File: src/rtl/gpio_pkg.sv
package gpio_pkg;

   typedef enum logic [1:0] {
      SEL_PIN  = 2'd0,
      SEL_DIR  = 2'd1,
      SEL_LAT  = 2'd2,
      SEL_NONE = 2'd3
   } reg_sel_e;

endpackage

File: src/rtl/gpio_sync.sv
module gpio_sync #(
   parameter int W      = 8,
   parameter int STAGES = 2
) (
   input  logic         clk,
   input  logic         rst_n,
   input  logic [W-1:0] d_in,
   output logic [W-1:0] q_out
);
   if (STAGES < 2) begin : g_bad_stages
      $error("gpio_sync: STAGES must be at least 2");
   end

   logic [W-1:0] st [STAGES];

   for (genvar s = 0; s < STAGES; s++) begin : g_stage
      if (s == 0) begin : g_first
         always_ff @(posedge clk or negedge rst_n) begin
            if (!rst_n) st[0] <= '0;
            else        st[0] <= d_in;
         end
      end else begin : g_next
         always_ff @(posedge clk or negedge rst_n) begin
            if (!rst_n) st[s] <= '0;
            else        st[s] <= st[s-1];
         end
      end
   end

   assign q_out = st[STAGES-1];
endmodule

File: src/rtl/gpio_regs.sv
module gpio_regs
   import gpio_pkg::*;
#(
   parameter int W = 8
) (
   input  logic         clk,
   input  logic         rst_n,
   input  reg_sel_e     sel,
   input  logic         wr,
   input  logic [W-1:0] wdata,
   output logic [W-1:0] dir_q,
   output logic [W-1:0] lat_q
);
   logic [W-1:0] dir_d, lat_d;

   always_comb begin
      dir_d = dir_q;
      lat_d = lat_q;
      if (wr) begin
         unique case (sel)
            SEL_DIR:  dir_d = wdata;
            SEL_LAT:  lat_d = wdata;
            SEL_PIN:  lat_d = lat_q ^ wdata;
            SEL_NONE: ;
         endcase
      end
   end

   always_ff @(posedge clk or negedge rst_n) begin
      if (!rst_n) begin
         dir_q <= '0;
         lat_q <= '0;
      end else begin
         dir_q <= dir_d;
         lat_q <= lat_d;
      end
   end
endmodule

File: src/rtl/gpio_pad_ctl.sv
module gpio_pad_ctl #(
   parameter int W = 8
) (
   input  logic [W-1:0] dir_q,
   input  logic [W-1:0] lat_q,
   output logic [W-1:0] oe,
   output logic [W-1:0] val,
   output logic [W-1:0] pu
);
   for (genvar n = 0; n < W; n++) begin : g_pin
      always_comb begin
         oe[n]  = dir_q[n];
         val[n] = lat_q[n];
         pu[n]  = lat_q[n] & ~dir_q[n];
      end
   end
endmodule

File: src/rtl/gpio_port_ctrl.sv
module gpio_port_ctrl
   import gpio_pkg::*;
#(
   parameter int PIN_W       = 8,
   parameter int ADDR_W      = 2,
   parameter int SYNC_STAGES = 2,
   parameter int OFS_PIN     = 0,
   parameter int OFS_DIR     = 1,
   parameter int OFS_LAT     = 2
) (
   input  logic              clk,
   input  logic              rst_n,
   input  logic [ADDR_W-1:0] bus_addr,
   input  logic              bus_wr,
   input  logic [PIN_W-1:0]  bus_wdata,
   output logic [PIN_W-1:0]  bus_rdata,
   input  logic [PIN_W-1:0]  pin_in,
   output logic [PIN_W-1:0]  pad_oe,
   output logic [PIN_W-1:0]  pad_out,
   output logic [PIN_W-1:0]  pad_pu
);
   localparam int SPAN = 1 << ADDR_W;
   localparam logic [ADDR_W-1:0] A_PIN = ADDR_W'(OFS_PIN);
   localparam logic [ADDR_W-1:0] A_DIR = ADDR_W'(OFS_DIR);
   localparam logic [ADDR_W-1:0] A_LAT = ADDR_W'(OFS_LAT);

   if (PIN_W < 1) begin : g_bad_width
      $error("gpio_port_ctrl: PIN_W must be positive");
   end
   if (ADDR_W < 2) begin : g_bad_addr
      $error("gpio_port_ctrl: ADDR_W must cover three registers");
   end
   if (OFS_PIN >= SPAN || OFS_DIR >= SPAN || OFS_LAT >= SPAN) begin : g_bad_ofs
      $error("gpio_port_ctrl: register offset outside address span");
   end
   if (OFS_PIN == OFS_DIR || OFS_PIN == OFS_LAT || OFS_DIR == OFS_LAT) begin : g_dup_ofs
      $error("gpio_port_ctrl: register offsets must be distinct");
   end

   reg_sel_e          sel;
   logic [PIN_W-1:0]  dir_q, lat_q, pin_s;

   always_comb begin
      if      (bus_addr == A_PIN) sel = SEL_PIN;
      else if (bus_addr == A_DIR) sel = SEL_DIR;
      else if (bus_addr == A_LAT) sel = SEL_LAT;
      else                        sel = SEL_NONE;
   end

   gpio_sync #(.W(PIN_W), .STAGES(SYNC_STAGES)) sync_i (
      .clk   (clk),
      .rst_n (rst_n),
      .d_in  (pin_in),
      .q_out (pin_s)
   );

   gpio_regs #(.W(PIN_W)) regs_i (
      .clk   (clk),
      .rst_n (rst_n),
      .sel   (sel),
      .wr    (bus_wr),
      .wdata (bus_wdata),
      .dir_q (dir_q),
      .lat_q (lat_q)
   );

   gpio_pad_ctl #(.W(PIN_W)) pad_i (
      .dir_q (dir_q),
      .lat_q (lat_q),
      .oe    (pad_oe),
      .val   (pad_out),
      .pu    (pad_pu)
   );

   always_comb begin
      unique case (sel)
         SEL_PIN:  bus_rdata = pin_s;
         SEL_DIR:  bus_rdata = dir_q;
         SEL_LAT:  bus_rdata = lat_q;
         SEL_NONE: bus_rdata = '0;
      endcase
   end
endmodule

File: config.mk
export PLATFORM = sky130hd
export DESIGN_NAME = gpio_port_ctrl
export DESIGN_NICKNAME = d
export VERILOG_FILES = /design/src/rtl/gpio_pkg.sv /design/src/rtl/gpio_sync.sv /design/src/rtl/gpio_regs.sv /design/src/rtl/gpio_pad_ctl.sv /design/src/rtl/gpio_port_ctrl.sv
export SDC_FILE = /design/constraint.sdc
export NUM_CORES = 1
export LEC_CHECK = 0
export ABC_AREA = 1
export CELL_PAD_IN_SITES_DETAIL_PLACEMENT = 0
export CELL_PAD_IN_SITES_GLOBAL_PLACEMENT = 1
export CORE_MARGIN = 5
export CORE_UTILIZATION = 31
export CTS_CLUSTER_SIZE = 25
export DETAILED_ROUTE_END_ITERATION = 8
export GPL_TIMING_DRIVEN = 1
export MAX_ROUTING_LAYER = met4
export PLACE_DENSITY = 0.77
export SYNTH_ARGS = -nofsm -noshare
export SYNTH_HDL_FRONTEND = slang
export SYNTH_SLANG_ARGS = --single-unit
File: constraint.sdc
create_clock -name clk -period 1 [get_ports clk]
set_input_delay 0.2 -clock clk [delete_from_list [all_inputs] [get_ports clk]]
set_output_delay 0.2 -clock clk [all_outputs]
set_load 0.05 [all_outputs]
# == Word-level counts from Yosys, hierarchy flattened ==
# Index checks and enable logic that the tools add are counted.
# W data, S select, Z words.
# classes
eq_ne,5
muxes,5
bitwise,17
n_reduce_logical,5
# ops
op,n
$pmux W8 S4,1
$pmux W8 S2,1
$and A1 B1 Y1,8
$not A1 Y1,8
$xor A8 B8 Y8,1
$eq A2 B2 Y1 const B,3
$eq A2 B1 Y1 const B,2
$logic_not A2 Y1,2
$mux W2,2
$reduce_and A2 Y1,2
$reduce_bool A2 Y1,1
$mux W1,1
# word_totals
reg_bits,32
input_bits,21
output_inout_bits,32
elab_cells,36

# == Depth between registers and ports, before layout ==
# Gate-level depths: netlist of the first run.
# depth
word_depth,7
depth_mapped,7
depth_no_buf,6

# == Hierarchy ==
# From an unflattened synthesis of the first run, not the netlist that was laid out.
# hier_totals
cells_unflattened,185
area_unflattened_um2,1615.3
# modules_own_cells
module,n_inst,cells_each,area_per_inst_um2,seq_area_each_um2
gpio_regs,1,90,747.0,400.4
gpio_sync,1,24,460.4,400.4
gpio_port_ctrl,1,39,207.7,0.0
gpio_pad_ctl,1,32,200.2,0.0

# == Least setup slack after synthesis of the first run ==
# Ideal clock, no wire load.
# synth_timing
path_kind,register -> output
from,register regs_i.lat_q[6]
to,output port pad_pu[6]
arrival_ns,1.389
t_required_ns,0.800
path_slack_ns,-0.589
path_stages_with_launch,3
n_path_buf,0
path_cell_list,dfrtp_1 inv_1 nor2_1
# synth_between
elab_chain_len,1
# synth_lines
item,line_no,text
from (decl),gpio_regs.sv:12,output logic [W-1:0] lat_q
from (signal assigned),gpio_regs.sv:35,lat_q <= lat_d;
$and A1 B1 Y1,gpio_pad_ctl.sv:14,pu[n] = lat_q[n] & ~dir_q[n];
to (decl),gpio_port_ctrl.sv:20,output logic [PIN_W-1:0] pad_pu
# Every way passes these cells.

# == Final worst setup path of the first run ==
# layout_timing
from,register regs_i.lat_q[2]
to,output port bus_rdata[2]
# layout_between
elab_chain_len,1
# layout_lines
item,line_no,text
$pmux W8 S4,gpio_port_ctrl.sv:76,unique case (sel)
to (decl),gpio_port_ctrl.sv:16,"output logic [PIN_W-1:0] bus_rdata,"
# Every way passes these cells.

==> flow_summary.toml, run 1 <==
[worst_setup_path]
path_cells = "nand2_2 > nand3_4 > buf_12"
path_max_fanout = 5
required_ns = 0.80
start_kind = "register"
crit_family = "flip-flops"
reg2reg_depth = 6
rr_startpoint = "regs_i.lat_q[3]"
cp_slowest_cell = "dfrtp_2"
max_stage_delay_ns = 0.45
r2r_end = "regs_i.lat_q[3]"
rrSetupSlack_ns = -0.02
cp-end-kind = "primary output"
cp_data_arrival_time_ns = 1.06
critical_path_class = "register to primary output"
cp.buffers_inverters = 1

[logic_synthesis]
yosys.cell_types.count = 15
ys_seq_area_share_pct = 56.9
synthSimpleGateAreaFrac_pct = 35.8
synthMuxAreaShare_pct = 0
synth-seq-cells = 32
ys_warn_count = 0
syn_avg_cell_area_um2 = 8.58
synth_adder_area_share_pct = 0
synthCells = 164
synth_area_um2 = 1410
synth_fp_nets = 185
synth_compound_area_share_pct = 0
synth_top_family_by_area = "simple AND/OR/NAND/NOR gates"
synth-xor-area-share_pct = 0

[power_and_ir_drop]
p_total_mw = 5.73
peakVddDrop_uv = 1220
leakage_nw = 1.56
p_per_area_nw_per_um2 = 1810

[global_route]
grt_max_degree = 33
grt_pass1_vias = 1632
grt_overflow = 0
grt_pass1_wl_mm = 7.71
grt_usage_pct = 16.7
antenna_found_initial = 0

[routing]
antenna_left = 0
wl_per_cell_um = 14.3
vias = 1492
drt_iter0_drc = 64
wirelength_mm = 4.58
viasPerCell = 4.66
drc = 0
detail_route.first_pass.iterations = 4

[layout]
design_area_um2 = 3170
area_delta_synth_final_pct = 125
seqCellArea_um2 = 821
antenna_cells = 0
layout-drive-gt1-share_pct = 60.4
nNetsFinal = 288
multiInputGateArea_um2 = 786
fill_cells = 301

[placed_design]
place_congestion = 0.718
port_buffers = 52
dp_slack_ns = -0.654
dp_hpwl_mm = 3.13
place_area_um2 = 2750

[timing]
slew_headroom_pct = 88.2
setup_viol = 33
fin_ws_ns = -0.260
max_freq_ghz = 0.794
drv_slew = 0
setup-tns-final_ns = -6.92
fin_hold_ws_ns = 0.277
worst_slew_pin_slew_ns = 0.177
hold_viol = 0
finalCritPeriodShare_pct = 126
worst_clock_skew_ns = 0.000663
rsz0062_at_grt = "true"
min_period_ns = 1.26

[floorplan]
initial_core_util_pct = 32.1
rows = 24
die_w_um = 77.4
dieHeight_um = 77.4
die-area_um2 = 5980
core_area_um2 = 4380
io_pins = 53

[cts]
numCtsBuffers = 5
clock_sinks = 32
htreeDepth = 2
insertion_delay_ns = 0.28
cts_tree = "yes"
path_clk_slew_ns = 0.06
root_buffer = "clkbuf_8"
clockBufferDepth = 2

[flow_run]
maxCapViolations = 0

[outcome]
violations = "setup timing"
status = "complete, but fails checks"

[hold_path]
holdCritPathClass = "input port to async pin"
-- power breakdown --
part	total, mW	switching (mW)	internal (mW)
combinational	2.85	1.41	1.45
clock	1.20	0.458	0.738
sequential	1.68	0.224	1.46
total	5.73	2.09	3.64
-- cell usage after synthesis (all sizes together) --
cell | n | share of area, %
nand2 | 72 | 19
dfrtp | 32 | 57
nand3 | 19 | 7.7
inv | 18 | 5.0
nor2 | 12 | 5.6
nand4 | 7 | 3.1
buf | 4 | 2.3
-- through the flow --
step                      std cells  util (%)
after global routing            320      72.2
final                           320      72.2
after floorplan                 164         -
after detailed placement        295      62.7
after global placement          295      62.7
after CTS                       318      71.2
-- worst register-to-register path, delay by kind of cell (launching register included) --
| family | cells | cell delay (ns) |
|---|---|---|
| buffers and inverters | 3 | 0.31 |
| DFF | 1 | 0.44 |
| and+or+nand+nor | 3 | 0.17 |
-- placed cells by master (no fill, tap or decap), drive strengths merged --
cell           netlist  layout
dfrtp               32      32
clkinv               0       1
buf                  4      81
clkdlybuf4s50        0      17
bufinv               0       1
nand4                7       7
clkbuf               0       6
nand2               72      72
inv                 18      18
nand3               19      20
nor2                12      12
dlygate4sd2          0       1
-- flip-flops by register name (all words and copies together) (netlist names) --
signal and flops:
regs_i.dir_q 8, regs_i.lat_q 8, sync_i.q_out 8, sync_i.st 8
-- cells by family (layout without fill, tap and decap cells) --
kind of cell | count (synthesis) | after routing
AND/OR/NAND/NOR | 110 | 111
flip-flops | 32 | 32
buffers and inverters | 22 | 125
-- cell type report --
type	count	share of cell area [%]
tap	52	2.06
multi-input combinational	111	24.8
clock inverter	2	1.11
timing repair buffer	99	41.5
clock buffer	6	2.29
inverter	18	2.29
sequential	32	25.9
-- how the worst max path moves through the flow --
stage	to	slack [ns]	start	cells after the start
6_report	bus_rdata[2]	-0.26	regs_i.lat_q[2]	3
5_1_grt	bus_rdata[2]	-0.30	regs_i.lat_q[2]	3
4_1_cts	bus_rdata[4]	-0.28	regs_i.lat_q[4]	3
3_5_place_dp	bus_rdata[0]	-0.65	bus_addr[1]	7
3_3_place_gp	bus_rdata[4]	-0.64	bus_addr[1]	7
2_1_floorplan	pad_pu[6]	-0.09	regs_i.lat_q[6]	2
-- routing by layer --
metal	vias to the layer above	track usage, %	share of wire, %
li1	715	-	-
met1	724	19.0	39
met2	47	28.7	53
met3	6	4.86	6.5
met4	0	4.30	1.2
met5	-	-	0
-- repair_timing --
item                                    4_1_cts  5_1_grt
endpoints found under the hold margin         0        0
resized for setup                            53        9
endpoints found under the setup margin       48       39
buffers inserted                             14        3
hold buffers                                  0        0
pin swaps                                    24        8
gates cloned                                  1        0
No activity file was read; power rests on OpenSTA's default activity.
==> inputs of run 2 (changes only) <==
SETUP_SLACK_MARGIN = 0.15   (was not set)
SLEW_MARGIN = 10   (was not set)
==> run 2 against run 1 <==
The run still ends with setup timing left. Final area is 0.12% higher. Combinational power grew 2%. Fmax decreased by 0.49%. Clock skew is 0.00051 ns higher. Largest power group unchanged.
==> flow_summary.toml, run 2 (same netlist as run 1, synthesis figures left out) <==
[timing]
min_period_ns = 1.27
drv_slew = 0
fin_hold_ws_ns = 0.274
fin_ws_ns = -0.266
hold_viol = 0
slew_headroom_pct = 86.9
finalCritPeriodShare_pct = 127
max_freq_ghz = 0.790
rsz0062_at_grt = "true"
setup_viol = 32
worst_slew_pin_slew_ns = 0.196
worst_clock_skew_ns = 0.00117

[layout]
design_area_um2 = 3170
antenna_cells = 0
mostFrequentLayoutCells = "43 x nand2_1, 35 x buf_6, 35 x buf_12"
final_common_cell = "nand2_1"
area_delta_synth_final_pct = 125
multiInputGateArea_um2 = 768
fill_cells = 308
nNetsFinal = 287
instances_no_fill = 319
seqCellArea_um2 = 821
layout-drive-gt1-share_pct = 62.5

[routing]
drc = 0
wl_per_cell_um = 14.3
wirelength_mm = 4.56
vias = 1457
viasPerCell = 4.57
antenna_left = 0
drt_iter0_drc = 68
detail_route.first_pass.iterations = 4

[global_route]
antenna_found_initial = 0
grt_overflow = 0
grt_pass1_vias = 1522
grt_pass1_wl_mm = 7.56
grt_usage_pct = 16.6
grt_max_degree = 33

[power_and_ir_drop]
peakVddDrop_uv = 1030
power_frac_seq_pct = 30.1
share_comb_of_total_power_pct = 52.3
leakage_nw = 1.52
power.switching_mw = 2.12
p_total_mw = 5.54
p_per_area_nw_per_um2 = 1750
pwr-share-clk_pct = 17.6
switching_share_pct = 38.2
p_int_mw = 3.42

[outcome]
status = "complete, but fails checks"
violations = "setup timing"

[cts]
root_buffer = "clkbuf_8"
cts_tree = "yes"
clockBufferDepth = 2
numCtsBuffers = 5
clock_sinks = 32
htreeDepth = 2
path_clk_slew_ns = 0.07
insertion_delay_ns = 0.28

[floorplan]
core_area_um2 = 4380
dieHeight_um = 77.4
io_pins = 53
initial_core_util_pct = 32.1
die-area_um2 = 5980
die_w_um = 77.4
rows = 24

[worst_setup_path]
start_kind = "register"
path_max_fanout = 4
cp-end-kind = "primary output"
critical_path_class = "register to primary output"
cp_data_arrival_time_ns = 1.07
required_ns = 0.80

[placed_design]
dp_cells = 299
place_congestion = 0.737
dp_hpwl_mm = 3.14
port_buffers = 52
dp_slack_ns = -0.694
place_area_um2 = 2780

[flow_run]
maxCapViolations = 0

[hold_path]
holdCritPathClass = "input port to async pin"
[run 2: cell types whose count changed in the layout (fill, tap and decap cells not counted), sizes merged]
cell,previous run,this run
clkinv,1,3
bufinv,1,0
clkbuf,6,5
clkdlybuf4s15,0,1
dlygate4sd2,1,0
nand3,20,19
[run 2: what timing repair did]
action | 4_1_cts | 5_1_grt
setup endpoints to repair | 48 | 40
resized for setup | 54 | 22
hold endpoints to repair | 0 | 0
gates cloned | 0 | 0
pin swaps | 25 | 16
hold buffers | 0 | 0
buffers inserted | 9 | 3
[run 2: critical path: stages (launching register included)]
cell,delay [ns]
dfrtp_2,0.45
nand2_2,0.10
nand3_4,0.08
buf_12,0.15
[run 2: worst paths after layout]
check | end | slack [ns] | depth (start not counted) | startpoint
hold reg to reg | sync_i.q_out[7] | 0.35 | 0 | sync_i.st[15]
setup / recovery | bus_rdata[7] | -0.27 | 3 | regs_i.dir_q[7]
max in group asynchronous | regs_i.dir_q[1] | 0.54 | 2 | rst_n
setup reg to reg | regs_i.lat_q[3] | 0.03 | 6 | regs_i.lat_q[3]
hold / removal | sync_i.q_out[3] | 0.27 | 2 | rst_n
min in group clk | sync_i.q_out[7] | 0.35 | 0 | sync_i.st[15]
[run 2: stage by stage]
stage | setup TNS [ns] | util [%]
5_1_grt | -8.14 | 72.3
3_3_place_gp | -13.15 | 63.4
2_1_floorplan | -0.976 | -
3_5_place_dp | -14.08 | 63.4
6_report | -6.85 | 72.3
4_1_cts | -6.96 | 70.3
[run 2: power by group through the flow]
stage                     registers, mW  logic [mW]  clock network (mW)
after floorplan                    2.03       0.797                   0
after global placement             1.66        2.58                   0
after detailed placement           1.67        2.61                   0
after CTS                          1.66        2.81               0.998
after global routing               1.70        3.03                1.07
final                              1.67        2.90               0.975
[run 2: final cells by class]
type                    instances  share of cell area [%]
clock buffers                   5                    2.17
well taps                      52                    2.05
inverters                      18                    2.21
flip-flops and latches         32                    25.9
multi-input cells             110                    24.2
repair buffers                 99                    42.8
clock inverters                 3                   0.592
[run 2: routing by layer]
metal | routed length (µm) | vias up | global-route usage (%)
met3 | 145 | 2 | 3.13
met1 | 1760 | 708 | 18.0
li1 | - | 714 | -
met2 | 2620 | 33 | 30.2
met5 | 0 | - | -
met4 | 34 | 0 | 5.67
==> inputs of run 3 (changes only) <==
SLEW_MARGIN = not set   (was 10)
==> results of run 3 <==
Same layout as run 2: the final DEF is identical, and so are final timing and power.
